<file path="config.mk">
export PLATFORM = sky130hd
export DESIGN_NAME = lowact_mult
export DESIGN_NICKNAME = d
export VERILOG_FILES = /design/src/rtl/lowact_mult_pkg.sv /design/src/rtl/lowact_ring.sv /design/src/rtl/lowact_adder.sv /design/src/rtl/lowact_lowbank.sv /design/src/rtl/lowact_mult.sv
export SDC_FILE = /design/constraint.sdc
export NUM_CORES = 1
export LEC_CHECK = 0
export ABC_AREA = 1
export CORE_ASPECT_RATIO = 1.25
export CORE_MARGIN = 4
export CORE_UTILIZATION = 30
export DETAILED_ROUTE_END_ITERATION = 7
export DONT_BUFFER_PORTS = 1
export PLACE_DENSITY_LB_ADDON = 0.05
export SETUP_SLACK_MARGIN = 0.05
export SLEW_MARGIN = 20
export SYNTH_ARGS = -nofsm -noshare
export SYNTH_HDL_FRONTEND = slang
export SYNTH_SLANG_ARGS = --single-unit
</file>
<file path="constraint.sdc">
create_clock -name clk -period 8.1 [get_ports clk]
set_clock_uncertainty 0.1 [all_clocks]
set_input_delay 0.81 -clock clk [delete_from_list [all_inputs] [get_ports clk]]
set_output_delay 0.81 -clock clk [all_outputs]
set_load 0.02 [all_outputs]
</file>
<file path="src/rtl/lowact_mult_pkg.sv">
package lowact_mult_pkg;
   typedef enum logic [1:0] {
      PH_IDLE = 2'd0,
      PH_RUN  = 2'd1,
      PH_FIN  = 2'd2
   } phase_e;
endpackage

</file>
<file path="src/rtl/lowact_ring.sv">
module lowact_ring #(
   parameter int WIDTH = 8
) (
   input  logic             clk,
   input  logic             rst_n,
   input  logic             load,
   input  logic             advance,
   output logic [WIDTH-1:0] ring
);
   always_ff @(posedge clk or negedge rst_n) begin
      if (!rst_n)       ring <= '0;
      else if (load)    ring <= WIDTH'(1);
      else if (advance) ring <= {ring[WIDTH-2:0], ring[WIDTH-1]};
   end


   ring_onehot_chk: assert property (@(posedge clk) disable iff (!rst_n)
      advance |-> ($countones(ring) == 1));
endmodule

</file>
<file path="src/rtl/lowact_adder.sv">
module lowact_adder #(
   parameter int WIDTH  = 8,
   parameter bit RIPPLE = 1'b1
) (
   input  logic [WIDTH-1:0] x,
   input  logic [WIDTH-1:0] y,
   output logic [WIDTH:0]   sum
);
   if (RIPPLE) begin : g_ripple
      logic [WIDTH:0]   cy;
      logic [WIDTH-1:0] s;
      assign cy[0] = 1'b0;
      for (genvar i = 0; i < WIDTH; i++) begin : g_fa
         assign s[i]    = x[i] ^ y[i] ^ cy[i];
         assign cy[i+1] = (x[i] & y[i]) | (cy[i] & (x[i] ^ y[i]));
      end
      assign sum = {cy[WIDTH], s};
   end else begin : g_infer
      assign sum = {1'b0, x} + {1'b0, y};
   end
endmodule

</file>
<file path="src/rtl/lowact_lowbank.sv">
module lowact_lowbank #(
   parameter int WIDTH = 8
) (
   input  logic             clk,
   input  logic             rst_n,
   input  logic             clr,
   input  logic [WIDTH-1:0] en,
   input  logic             d,
   output logic [WIDTH-1:0] q
);
   for (genvar i = 0; i < WIDTH; i++) begin : g_cell
      always_ff @(posedge clk or negedge rst_n) begin
         if (!rst_n)     q[i] <= 1'b0;
         else if (clr)   q[i] <= 1'b0;
         else if (en[i]) q[i] <= d;
      end


      cell_hold_chk: assert property (@(posedge clk) disable iff (!rst_n)
         (!en[i] && !clr) |=> $stable(q[i]));
   end
endmodule

</file>
<file path="src/rtl/lowact_mult.sv">
module lowact_mult
   import lowact_mult_pkg::*;
#(
   parameter int WIDTH  = 8,
   parameter bit RIPPLE = 1'b1
) (
   input  logic               clk,
   input  logic               rst_n,
   input  logic               start,
   input  logic [WIDTH-1:0]   a,
   input  logic [WIDTH-1:0]   b,
   output logic [2*WIDTH-1:0] product,
   output logic               done
);
   localparam int PW = 2 * WIDTH;

   if (WIDTH < 2) begin : g_bad_width
      $error("lowact_mult: WIDTH must be at least 2");
   end

   phase_e           phase_q;
   logic [WIDTH-1:0] a_q, b_q, feed_q, skip_q, hi_q, low_q, ring;
   logic [WIDTH:0]   add_out, src;
   logic [WIDTH-1:0] next_hi;
   logic             load, run, cur_bit, nxt_bit;

   assign load = (phase_q == PH_IDLE) && start;
   assign run  = (phase_q == PH_RUN);

   lowact_ring #(.WIDTH(WIDTH)) u_ring (
      .clk(clk), .rst_n(rst_n), .load(load), .advance(run), .ring(ring));

   // multiplicand wired straight to the adder; feed register on the other side
   lowact_adder #(.WIDTH(WIDTH), .RIPPLE(RIPPLE)) u_add (
      .x(feed_q), .y(a_q), .sum(add_out));

   assign cur_bit = |(b_q & ring);
   assign nxt_bit = |(b_q & {ring[WIDTH-2:0], 1'b0});
   assign src     = cur_bit ? add_out : {1'b0, skip_q};
   assign next_hi = src[WIDTH:1];

   lowact_lowbank #(.WIDTH(WIDTH)) u_low (
      .clk(clk), .rst_n(rst_n), .clr(load),
      .en(ring & {WIDTH{run}}), .d(src[0]), .q(low_q));

   always_ff @(posedge clk or negedge rst_n) begin
      if (!rst_n) begin
         phase_q <= PH_IDLE;
         a_q     <= '0;
         b_q     <= '0;
         feed_q  <= '0;
         skip_q  <= '0;
         hi_q    <= '0;
         product <= '0;
         done    <= 1'b0;
      end else begin
         done <= 1'b0;
         case (phase_q)
            PH_IDLE: if (start) begin
               a_q     <= a;
               b_q     <= b;
               feed_q  <= '0;   // partial product is zero for either look-ahead choice
               skip_q  <= '0;
               hi_q    <= '0;
               phase_q <= PH_RUN;
            end
            PH_RUN: begin
               hi_q <= next_hi;
               if (nxt_bit) feed_q <= next_hi;
               else         skip_q <= next_hi;
               if (ring[WIDTH-1]) phase_q <= PH_FIN;
            end
            PH_FIN: begin
               product <= PW'({hi_q, low_q});
               done    <= 1'b1;
               phase_q <= PH_IDLE;
            end
            default: phase_q <= PH_IDLE;
         endcase
      end
   end


   operands_fixed_chk: assert property (@(posedge clk) disable iff (!rst_n)
      (phase_q != PH_IDLE) |=> ($stable(a_q) && $stable(b_q)));


   feed_hold_chk: assert property (@(posedge clk) disable iff (!rst_n)
      (run && !cur_bit && !ring[0]) |-> ($stable(feed_q) && $stable(a_q)));


   done_pulse_chk: assert property (@(posedge clk) disable iff (!rst_n)
      done |=> !done);
endmodule

</file>
==> flow_metrics.env <==
export IMPL_status="finished clean"
export IMPL_post_cts_buffers=0
export IMPL_grt_max_degree=76
export IMPL_path_clk_slew_ps=60
export IMPL_ys_warn_count=0
export IMPL_die_x_um=102.9
export IMPL_path_buf_inv=2
export IMPL_tns_ps=0
export IMPL_cp_start_kind="flop"
export IMPL_fin_area_um2=3824
export IMPL_dp_hpwl_mm=5.118
export IMPL_synth_mux_area_fraction_pct=0
export IMPL_core_area_um2=11080
export IMPL_rows=43
export IMPL_endpoint_kind="flop"
export IMPL_ys_ff_latch=75
export IMPL_cts_buffer_depth=2
export IMPL_layout_commonest_cell="nand2_1"
export IMPL_cp_required_ps=8270
export IMPL_hold_viol_final=0
export IMPL_placed_cells=515
export IMPL_num_vias=2383
export IMPL_instances_no_fill=530
export IMPL_slowest_delay_ps=470
export IMPL_tightest_slew_ps=434.0
export IMPL_syn_inst=388
export IMPL_drc=0
export IMPL_htreeDepth=3
export IMPL_hold_buffers=0
export IMPL_fp_dieArea_um2=13030
export IMPL_dp_slack_ps=4345
export IMPL_io_pins=36
export IMPL_postLayoutCoreUtil_pct=34.50
export IMPL_start_util_pct=30.48
export IMPL_yosysUniqueCellTypes=19
export IMPL_peakVddDrop_mv=0.1257
export IMPL_drtAntennaViolNets=0
export IMPL_post_cts_resized=0
export IMPL_fmax_ghz=0.2685
export IMPL_syn_area_um2=3378
export IMPL_postPlaceCellArea_um2=3507
export IMPL_viasPerCell=4.496
export IMPL_synth_compound_area_share_pct=3.852
export IMPL_cts_tree="yes"
export IMPL_crit_type="reg2reg"
export IMPL_pwr_density_cell_nw_per_um2=419.9
export IMPL_routabilityCongestion=0.7555
export IMPL_worstPathMaxFanout=3
export IMPL_wl_mm=7.403
export IMPL_overflow=0
export IMPL_finalCriticalPeriod_ps=3725
export IMPL_clockRootBuffer="clkbuf_16"
export IMPL_postSynthAreaPerCell_um2=8.707
export IMPL_drt_iter0_drc=144
export IMPL_synth_top_family_by_area="simple AND/OR/NAND/NOR gates"
export IMPL_total_leakage_power_nw=2.038
export IMPL_grt_usage_pct=13.06
export IMPL_slew_viol_final=0
export IMPL_final_nets=418
export IMPL_insertion_delay_ps=330
export IMPL_path_delay_family="adder cells"
export IMPL_synth_fp_nets=415
export IMPL_synthAdderAreaFrac_pct=4.519
export IMPL_areaGrowthSynthToFinish_pct=13.19
export IMPL_antenna_found_initial=0
export IMPL_rsz0062_at_grt="false"
export IMPL_setup_ws_ps=4375
export IMPL_crit_slowest_cell="fa_1"
export IMPL_arrival_ps=3890
export IMPL_port_buffers=0
export IMPL_crit_top_cell="fa_1"
export IMPL_slew_headroom_pct=71.07
export IMPL_drt_wirelength_per_cell_um=13.97
export IMPL_final_cell_mix="188 x nand2_1, 75 x dfrtp_1, 38 x nand3_1, 25 x inv_1, 10 x nor2_1"
export IMPL_path_cells="ha_1 -> fa_1 -> fa_1 -> fa_1 -> fa_1 -> fa_1 -> inv_1 -> fa_1 -> inv_1 -> fa_1 -> nand2_1 -> nand2_1 -> nand2_1 -> o21ai_2"
export IMPL_synthSimpleGateAreaFrac_pct=31.07
export IMPL_setup_viol=0
export IMPL_antenna_cells=0
export IMPL_die_h_um=126.6
export IMPL_cts_buffers=9
export IMPL_clock_sink_count=75
export IMPL_hold_path_class="in2async"
export IMPL_synth_xor_area_share_pct=0
export IMPL_fin_crit_sh_pct=45.99
export IMPL_drive_above_1_share_pct=10.89
export IMPL_drt_pre_antenna_iters=4
export IMPL_first_global_vias=2541
export IMPL_ys_seq_area_share_pct=55.56
export IMPL_maxCapViolations=0
export IMPL_grt_pass1_wl_mm=13.21
## through the flow
step	hold slack, ps	power (mW)
3_3_place_gp	358.5	1.201
3_5_place_dp	359.0	1.199
6_report	67.23	1.606
2_1_floorplan	342.5	1.044
5_1_grt	46.67	1.763
4_1_cts	53.90	1.642
## report_power, final
group	internal (mW)	switching [mW]
Combinational	0.161	0.382
Clock	0.275	0.156
Sequential	0.507	0.124
Total	0.943	0.663
## final timing paths
path | slack, ps | depth (start not counted) | to | start
hold reg to reg | 370 | 2 | skip_q[7] | skip_q[7]
setup / recovery | 4370 | 14 | hi_q[6] | a_q[0]
setup reg to reg | 4370 | 14 | hi_q[6] | a_q[0]
max in group asynchronous | 7690 | 0 | a_q[3] | rst_n
hold / removal | 70 | 0 | product[4] | rst_n
min in group clk | 370 | 2 | skip_q[7] | skip_q[7]
## cell usage after synthesis (all sizes together)
| cell | count | area [µm²] |
|---|---|---|
| nor2 | 15 | 111.4 |
| a21oi | 1 | 5.000 |
| inv | 33 | 128.9 |
| nand2 | 192 | 730.7 |
| o21bai | 1 | 11.26 |
| buf | 8 | 40.04 |
| o21ai | 16 | 113.9 |
| dfrtp | 75 | 1877 |
| ha | 1 | 12.51 |
| nand3 | 39 | 207.7 |
| fa | 7 | 140.1 |
## area by class of cell
cell class / instances / area (µm²)
flip-flops and latches: 75 / 1877
clock buffers: 10 / 239.0
multi-input cells: 272 / 1333
well taps: 135 / 168.9
fillers: 1190 / 7259
inverters: 33 / 128.9
clock inverters: 5 / 77.57
## worst reg2reg max path, delay by kind of cell, from the launching register on
| kind | cells | cell delay [ps] |
|---|---|---|
| buf+inv | 2 | 130 |
| compound gates | 1 | 70 |
| fa+ha+maj | 8 | 2770 |
| simple gates | 3 | 210 |
| flops | 1 | 380 |
## registers in the layout, summed over array words and instances (netlist names)
signal / flops
u_ring.ring: 8
done: 1
hi_q: 8
a_q: 8
feed_q: 8
b_q: 8
product: 16
phase_q: 2
u_low.q: 8
skip_q: 8
## per-layer routing
layer / track usage, % / wire [µm]
met5: 0 / 0
met4: 4.573 / 129
met3: 3.410 / 286
met2: 19.30 / 3220
met1: 18.47 / 3767
## cell families (layout without fill, tap and decap cells)
family / Yosys count / after routing
fa+ha+maj: 8 / 8
buf+inv: 41 / 48
simple gates: 246 / 246
compound gates: 18 / 18
flops: 75 / 75
No activity file was read; power rests on OpenSTA's default activity.
